## config.mk

```make
export PLATFORM = sky130hd
export DESIGN_NAME = intc_vector_ctrl
export DESIGN_NICKNAME = d
export VERILOG_FILES = /design/src/rtl/intc_pkg.sv /design/src/rtl/intc_post_bank.sv /design/src/rtl/intc_prio_enc.sv /design/src/rtl/intc_regif.sv /design/src/rtl/intc_vector_ctrl.sv
export SDC_FILE = /design/constraint.sdc
export NUM_CORES = 1
export LEC_CHECK = 0
export BUFFER_PORTS_ARGS = -buffer_cell sky130_fd_sc_hd__buf_2
export CAP_MARGIN = 20
export CORE_ASPECT_RATIO = 1.5
export CORE_MARGIN = 1
export CORE_UTILIZATION = 40
export DETAILED_ROUTE_END_ITERATION = 10
export GPL_TIMING_DRIVEN = 0
export HOLD_SLACK_MARGIN = 0.1
export PLACE_DENSITY_LB_ADDON = 0.15
export SYNTH_ARGS = -nofsm -noshare
export SYNTH_HDL_FRONTEND = slang
export SYNTH_SLANG_ARGS = --single-unit
export TNS_END_PERCENT = 30
```

## constraint.sdc

```tcl
create_clock -name clk_i -period 4.2 [get_ports clk_i]
set_clock_uncertainty 0.05 [all_clocks]
set_input_delay 0.63 -clock clk_i [delete_from_list [all_inputs] [get_ports clk_i]]
set_output_delay 0.63 -clock clk_i [all_outputs]
set_load 0.05 [all_outputs]
```

## src/rtl/intc_pkg.sv

```systemverilog
package intc_pkg;
  function automatic int unsigned calc_regs(int unsigned n, int unsigned w);
    return (n + w - 1) / w;
  endfunction
  function automatic int unsigned calc_idx_w(int unsigned n);
    return (n > 1) ? $clog2(n) : 1;
  endfunction
endpackage

```

## src/rtl/intc_post_bank.sv

```systemverilog
module intc_post_bank #(
  parameter int unsigned NUM_SRC = 12
) (
  input  logic               clk_i,
  input  logic               rst_ni,
  input  logic [NUM_SRC-1:0] set_i,
  input  logic               clr_all_i,
  input  logic [NUM_SRC-1:0] ack_clr_i,
  output logic [NUM_SRC-1:0] posted_o
);
  logic [NUM_SRC-1:0] posted_q;

  for (genvar i = 0; i < NUM_SRC; i++) begin : g_bit
    // set wins over any clear in the same cycle
    always_ff @(posedge clk_i or negedge rst_ni) begin
      if (!rst_ni) posted_q[i] <= 1'b0;
      else         posted_q[i] <= set_i[i] | (posted_q[i] & ~clr_all_i & ~ack_clr_i[i]);
    end
  end

  assign posted_o = posted_q;


  clr_all_chk: assert property (@(posedge clk_i) disable iff (!rst_ni)
    clr_all_i |=> (posted_q & ~$past(set_i)) == '0);

  set_kept_chk: assert property (@(posedge clk_i) disable iff (!rst_ni)
    (set_i != '0) |=> (($past(set_i) & ~posted_q) == '0));

  ack_clear_chk: assert property (@(posedge clk_i) disable iff (!rst_ni)
    (ack_clr_i != '0) |=> ((posted_q & $past(ack_clr_i & ~set_i)) == '0));

  sticky_chk: assert property (@(posedge clk_i) disable iff (!rst_ni)
    (!clr_all_i && ack_clr_i == '0) |=> (($past(posted_q) & ~posted_q) == '0));
endmodule

```

## src/rtl/intc_prio_enc.sv

```systemverilog
module intc_prio_enc #(
  parameter int unsigned NUM_SRC  = 12,
  parameter int unsigned IDX_W    = 4,
  parameter int unsigned VEC_W    = 8,
  parameter int unsigned VEC_STEP = 4
) (
  input  logic               clk_i,
  input  logic               rst_ni,
  input  logic [NUM_SRC-1:0] req_i,
  output logic               valid_o,
  output logic [IDX_W-1:0]   idx_o,
  output logic [VEC_W-1:0]   vec_o
);
  always_comb begin
    idx_o = '0;
    for (int i = NUM_SRC - 1; i >= 0; i--) begin
      if (req_i[i]) idx_o = IDX_W'(i);
    end
  end

  assign valid_o = |req_i;
  assign vec_o   = valid_o ? VEC_W'((int'(idx_o) + 1) * VEC_STEP) : '0;

  logic [NUM_SRC-1:0] below_mask;
  assign below_mask = (NUM_SRC'(1) << idx_o) - NUM_SRC'(1);


  lowest_wins_chk: assert property (@(posedge clk_i) disable iff (!rst_ni)
    valid_o |-> (req_i[idx_o] && (req_i & below_mask) == '0));

  zero_vec_chk: assert property (@(posedge clk_i) disable iff (!rst_ni)
    !valid_o |-> vec_o == '0);
endmodule

```

## src/rtl/intc_regif.sv

```systemverilog
module intc_regif #(
  parameter int unsigned NUM_SRC = 12,
  parameter int unsigned DATA_W  = 8,
  parameter int unsigned ADDR_W  = 3,
  parameter int unsigned NUM_REG = 2
) (
  input  logic               clk_i,
  input  logic               rst_ni,
  input  logic [ADDR_W-1:0]  addr_i,
  input  logic               wr_en_i,
  input  logic               rd_en_i,
  input  logic [DATA_W-1:0]  wdata_i,
  output logic [DATA_W-1:0]  rdata_o,
  input  logic [NUM_SRC-1:0] posted_i,
  input  logic [DATA_W-1:0]  vec_i,
  output logic [NUM_SRC-1:0] mask_o,
  output logic [NUM_SRC-1:0] force_o,
  output logic               clr_all_o
);
  localparam int unsigned PAD_W    = NUM_REG * DATA_W;
  localparam int unsigned ADDR_VEC = 2 * NUM_REG;

  logic [NUM_SRC-1:0] mask_q;
  logic [PAD_W-1:0]   mask_pad, post_pad;

  for (genvar i = 0; i < NUM_SRC; i++) begin : g_src
    localparam int unsigned REG = i / DATA_W;
    localparam int unsigned BIT = i % DATA_W;
    always_ff @(posedge clk_i or negedge rst_ni) begin
      if (!rst_ni) mask_q[i] <= 1'b0;
      else if (wr_en_i && addr_i == ADDR_W'(REG)) mask_q[i] <= wdata_i[BIT];
    end
    assign force_o[i] = wr_en_i && addr_i == ADDR_W'(NUM_REG + REG) && wdata_i[BIT];
  end

  assign clr_all_o = wr_en_i && addr_i == ADDR_W'(ADDR_VEC);
  assign mask_o    = mask_q;
  assign mask_pad  = PAD_W'(mask_q);
  assign post_pad  = PAD_W'(posted_i);

  always_comb begin
    rdata_o = '0;
    if (rd_en_i) begin
      for (int r = 0; r < NUM_REG; r++) begin
        if (addr_i == ADDR_W'(r))           rdata_o = mask_pad[r*DATA_W +: DATA_W];
        if (addr_i == ADDR_W'(NUM_REG + r)) rdata_o = post_pad[r*DATA_W +: DATA_W];
      end
      if (addr_i == ADDR_W'(ADDR_VEC)) rdata_o = vec_i;
    end
  end


  mask_hold_chk: assert property (@(posedge clk_i) disable iff (!rst_ni)
    !wr_en_i |=> $stable(mask_q));
endmodule

```

## src/rtl/intc_vector_ctrl.sv

```systemverilog
module intc_vector_ctrl #(
  parameter int unsigned NUM_SRC  = 12,
  parameter int unsigned DATA_W   = 8,
  parameter int unsigned ADDR_W   = 3,
  parameter int unsigned VEC_STEP = 4
) (
  input  logic               clk_i,
  input  logic               rst_ni,
  input  logic [ADDR_W-1:0]  addr_i,
  input  logic               wr_en_i,
  input  logic               rd_en_i,
  input  logic [DATA_W-1:0]  wdata_i,
  output logic [DATA_W-1:0]  rdata_o,
  input  logic [NUM_SRC-1:0] src_i,
  output logic               irq_o,
  input  logic               ack_i,
  output logic [DATA_W-1:0]  ack_vec_o
);
  import intc_pkg::*;
  localparam int unsigned NUM_REG = calc_regs(NUM_SRC, DATA_W);
  localparam int unsigned IDX_W   = calc_idx_w(NUM_SRC);

  logic [NUM_SRC-1:0] posted, mask, force_set, ack_clr, pending;
  logic               clr_all, top_valid;
  logic [IDX_W-1:0]   top_idx;
  logic [DATA_W-1:0]  top_vec;

  intc_regif #(.NUM_SRC(NUM_SRC), .DATA_W(DATA_W), .ADDR_W(ADDR_W), .NUM_REG(NUM_REG)) u_regif (
    .clk_i, .rst_ni, .addr_i, .wr_en_i, .rd_en_i, .wdata_i, .rdata_o,
    .posted_i(posted), .vec_i(top_vec), .mask_o(mask), .force_o(force_set), .clr_all_o(clr_all)
  );

  intc_post_bank #(.NUM_SRC(NUM_SRC)) u_post (
    .clk_i, .rst_ni, .set_i(src_i | force_set), .clr_all_i(clr_all),
    .ack_clr_i(ack_clr), .posted_o(posted)
  );

  assign pending = posted & mask;

  intc_prio_enc #(.NUM_SRC(NUM_SRC), .IDX_W(IDX_W), .VEC_W(DATA_W), .VEC_STEP(VEC_STEP)) u_enc (
    .clk_i, .rst_ni, .req_i(pending), .valid_o(top_valid), .idx_o(top_idx), .vec_o(top_vec)
  );

  for (genvar i = 0; i < NUM_SRC; i++) begin : g_ack
    assign ack_clr[i] = ack_i && top_valid && top_idx == IDX_W'(i);
  end

  assign irq_o     = |pending;
  assign ack_vec_o = top_vec;


  irq_vec_chk: assert property (@(posedge clk_i) disable iff (!rst_ni)
    irq_o == (ack_vec_o != '0));

  ack_onehot_chk: assert property (@(posedge clk_i) disable iff (!rst_ni)
    $onehot0(ack_clr) && (ack_i || ack_clr == '0));
endmodule

```

==> impl_metrics.prom <==
# TYPE chip_impl_metric gauge
chip_impl_info{name="crit_path_start",value="u_regif.mask_o[10]"} 1
chip_impl_info{name="layout_commonest_cell",value="buf_2"} 1
chip_impl_info{name="critPathSlowestCell",value="dfrtp_1"} 1
chip_impl_metric{name="worst-path-max-fanout",unit=""} 5
chip_impl_metric{name="detailed_routing_iterations_pass_1",unit=""} 4
chip_impl_metric{name="hold_buffers",unit=""} 0
chip_impl_metric{name="post_cts.repair.setup_buffers",unit=""} 0
chip_impl_metric{name="synth.area.mux_share",unit="%"} 16.1
chip_impl_metric{name="p_leak",unit="nW"} 0.898
chip_impl_metric{name="grt_pass1_wl",unit="um"} 7600
chip_impl_metric{name="post_synth_num_cell_types",unit=""} 47
chip_impl_metric{name="netSwitchingFraction",unit="%"} 44.7
chip_impl_info{name="critPathKind",value="flip-flop to output port"} 1
chip_impl_info{name="final_cell_mix",value="42 x buf_2, 24 x nand2_1, 24 x dfrtp_1"} 1
chip_impl_metric{name="worstSkewPairLatency",unit="ns"} 0.27
chip_impl_metric{name="ys_async_sr_fraction",unit="%"} 100
chip_impl_info{name="worstReg2RegStart",value="u_post.posted_o[6]"} 1
chip_impl_metric{name="power.internal",unit="mW"} 0.516
chip_impl_metric{name="setup_viol_count_final",unit=""} 0
chip_impl_metric{name="layout.cell_area.non_filler",unit="mm2"} 0.00204
chip_impl_metric{name="ys_seq_elements",unit=""} 24
chip_impl_metric{name="combinationalPowerShare",unit="%"} 48.8
chip_impl_metric{name="grt_antenna_before_repair",unit=""} 0
chip_impl_metric{name="layout-area-overhead-vs-synth",unit="%"} 18.8
chip_impl_metric{name="powerDensity",unit="mW/mm2"} 457
chip_impl_info{name="synth.area.top_cells",value="dfrtp_1 35%, mux2_2 7.9%, nand2_1 5.2%, mux4_1 4.6%, a21oi_1 4.4%"} 1
chip_impl_metric{name="design_power_total",unit="mW"} 0.934
chip_impl_metric{name="multiInputGateArea",unit="mm2"} 0.00106
chip_impl_metric{name="slew_headroom",unit="%"} 56.1
chip_impl_metric{name="number_of_clock_buffers_inserted_by_tritoncts",unit=""} 3
chip_impl_metric{name="synthAdderAreaFrac",unit="%"} 2.91
chip_impl_info{name="synth_top_family_by_area",value="compound AO/OA/AOI/OAI gates"} 1
chip_impl_metric{name="ant_nets",unit=""} 0
chip_impl_metric{name="avgRoutedWirePerCell",unit="um"} 17.8
chip_impl_metric{name="sequential_cell_area",unit="um2"} 601
chip_impl_metric{name="setup.reg_to_reg.worst_slack",unit="ns"} 2.13
chip_impl_info{name="run_status",value="complete, no violations"} 1
chip_impl_metric{name="timing_max_transition_violations_final",unit=""} 0
chip_impl_metric{name="synthXorXnorAreaFrac",unit="%"} 0.509
chip_impl_info{name="min_path_type",value="input pin to asynchronous set/reset pin"} 1
chip_impl_metric{name="critPathRequiredTime",unit="ns"} 3.52
chip_impl_metric{name="place.detailed.hpwl",unit="um"} 3810
chip_impl_info{name="ordered_list_of_cells_on_the_worst_path",value="nand2_1, a32oi_1, a2bb2oi_1, a21oi_1, ha_1, xor2_1, o22ai_1, buf_2"} 1
chip_impl_metric{name="finalHoldViolations",unit=""} 0
chip_impl_metric{name="layout-drive-gt1-share",unit="%"} 35.3
chip_impl_metric{name="grt_start_max_net_pins",unit=""} 25
chip_impl_metric{name="clock_power_share",unit="%"} 16.4
chip_impl_metric{name="routed-via-count",unit=""} 1569
chip_impl_info{name="synth_ff_type",value="dfrtp_1"} 1
chip_impl_metric{name="floorplan_core_area",unit="mm2"} 0.00403
chip_impl_metric{name="grt_pass1_vias",unit=""} 1518
chip_impl_metric{name="place.port_buffers",unit=""} 40
chip_impl_metric{name="ctsResizeCount",unit=""} 0
chip_impl_metric{name="final_cycle_utilization_of_the_critical_path",unit="%"} 75.1
chip_impl_metric{name="final_routed_wirelength_across_all_metal_layers",unit="um"} 4640
chip_impl_metric{name="power.switching",unit="mW"} 0.418
chip_impl_metric{name="postLayoutSetupSlackWorst",unit="ns"} 1.05
chip_impl_metric{name="num_rows",unit=""} 28
chip_impl_metric{name="synth_edf_count",unit=""} 0
chip_impl_info{name="rsz0062_at_grt",value="false"} 1
chip_impl_metric{name="die_height",unit="um"} 82.3
chip_impl_metric{name="tritoncts_num_sinks",unit=""} 24
chip_impl_metric{name="cp_slowest_stage_delay",unit="ns"} 0.42
chip_impl_metric{name="ctsHtreeMaxLevel",unit=""} 1
chip_impl_metric{name="synth_seq_area_share",unit="%"} 34.9
chip_impl_metric{name="grt_util_all_layers",unit="%"} 21.7
chip_impl_metric{name="number_of_instances_in_the_synthesized_netlist",unit=""} 168
chip_impl_metric{name="synth_top_area_share",unit="%"} 34.9
chip_impl_info{name="setup_crit_end",value="rdata_o[4]"} 1
chip_impl_metric{name="cts-root-to-sink-buffers",unit=""} 2
chip_impl_metric{name="clkTransAtPathRegs",unit="ns"} 0.08
chip_impl_metric{name="drt-vias-per-instance",unit=""} 6.03
chip_impl_info{name="clk_root_buffer_cell",value="clkbuf_8"} 1
chip_impl_metric{name="antenna_cells",unit=""} 0
chip_impl_metric{name="fmax",unit="MHz"} 317
chip_impl_metric{name="globalplace.congestion",unit=""} 0.870
chip_impl_metric{name="mean_instance_size_in_the_synthesized_netlist",unit="um2"} 10.2
chip_impl_metric{name="worst-slew-pin-transition",unit="ns"} 0.656
chip_impl_metric{name="r2r_cells",unit=""} 8
chip_impl_metric{name="arrival",unit="ns"} 2.47
chip_impl_info{name="cts_tree",value="yes"} 1
chip_impl_metric{name="final.fill_count",unit=""} 388
chip_impl_metric{name="initial_standard_cell_utilization_of_the_core",unit="%"} 42.7
chip_impl_metric{name="number_of_ports_placed_on_the_die_boundary",unit=""} 45
chip_impl_metric{name="drt_first_iter_violations",unit=""} 50
chip_impl_metric{name="period_minus_slack",unit="ns"} 3.15
chip_impl_metric{name="peakVddDrop",unit="V"} 0.000334
chip_impl_metric{name="grt_overflow",unit=""} 0
chip_impl_metric{name="dpl-instance-area",unit="mm2"} 0.00199
chip_impl_metric{name="floorplan.die_area",unit="mm2"} 0.00457
chip_impl_metric{name="synth_compound_area_share",unit="%"} 23.6
chip_impl_info{name="critical_path.startpoint_type",value="flip-flop"} 1
chip_impl_metric{name="netlist_area_pre_place",unit="mm2"} 0.00172
chip_impl_metric{name="fraction_of_the_mapped_netlist_area_in_simple_logic_gates",unit="%"} 17.5
chip_impl_metric{name="sequentialPowerShare",unit="%"} 34.8
chip_impl_metric{name="design.final.nets",unit=""} 248
chip_impl_metric{name="timing.setup.tns",unit="ns"} 0
chip_impl_info{name="crit-reg2reg-capture",value="u_post.posted_o[10]"} 1
chip_impl_metric{name="dp_slack",unit="ns"} 1.34
chip_impl_metric{name="yosysWarningCount",unit=""} 0
chip_impl_metric{name="max_cap_viols",unit=""} 0
chip_impl_metric{name="detail_route.drc_violations",unit=""} 0
chip_impl_info{name="synthDominantAreaCellType",value="dfrtp_1"} 1
chip_impl_info{name="crit_end_element",value="output port"} 1
chip_impl_metric{name="die_width",unit="um"} 55.5
[cells in the mapped netlist, drive strengths merged, types with 2 or more instances]
library cell and count:
ha 4, o21ai 2, mux2 12, and2 4, nor2b 2, buf 9, o311ai 4, dfrtp 24
nor2 7, a32oi 2, nand2 24, a21oi 15, o211ai 10, nand3 4, mux4 4, and4bb 2
a22oi 6, mux2i 4, o22ai 3, inv 3, a32o 3, a22o 3, a31oi 2
[sequential cells by signal, indices dropped and copies added (netlist names)]
register         cells
u_post.posted_o     12
u_regif.mask_o      12
[worst min-delay path by stage]
stage                               to  depth (start not counted)                from
floorplan           u_post.posted_o[0]                          0              rst_ni
global placement    u_post.posted_o[9]                          2  u_post.posted_o[9]
detailed placement   u_regif.mask_o[6]                          1   u_regif.mask_o[6]
CTS                  u_regif.mask_o[8]                          1              rst_ni
global route        u_post.posted_o[8]                          1              rst_ni
finish               u_regif.mask_o[7]                          1              rst_ni
[layer usage]
metal,GRT usage [%],vias up,routed length [um]
li1,-,741,-
met3,1.71,9,165
met4,8.25,0,81
met1,26.6,766,1960
met5,0,-,0
met2,39.8,53,2430
[power groups by stage]
stage	Combinational (mW)	Clock, mW	Sequential (mW)
finish	0.456	0.153	0.325
global route	0.496	0.164	0.332
CTS	0.458	0.156	0.323
detailed placement	0.455	0	0.328
global placement	0.446	0	0.325
floorplan	0.345	0	0.310
[logic make-up after synthesis]
group / Yosys count
AO/OA/AOI/OAI: 53
AND/OR/NAND/NOR: 53
flip-flops: 24
multiplexers: 20
buffers and inverters: 12
adder cells (fa/ha/maj): 4
other: 1
XOR/XNOR: 1
[layout make-up]
cell class / instances / share of cell area (%)
multi-input combinational: 135 / 51.7
sequential: 24 / 29.4
timing repair buffer: 40 / 9.80
buffer: 9 / 3.06
tap: 45 / 2.76
clock buffer: 4 / 2.70
inverter: 3 / 0.551
[through the flow]
step,std cells,utilization [%],hold WS [ns]
3_3_place_gp,256,49.3,0.510
5_1_grt,260,50.7,0.314
4_1_cts,260,50.7,0.296
3_5_place_dp,256,49.3,0.526
6_report,260,50.7,0.282
2_1_floorplan,171,-,0.284
[worst max-delay path: cells and delay by family, from the launching register on]
family	cells	cell delay [ns]
flip-flops	1	0.42
AND/OR/NAND/NOR	1	0.07
adder cells (fa/ha/maj)	1	0.24
AO/OA/AOI/OAI	4	1.02
XOR/XNOR	1	0.17
buffers and inverters	1	0.28
Note: power is estimated with default switching activity, not from simulation.
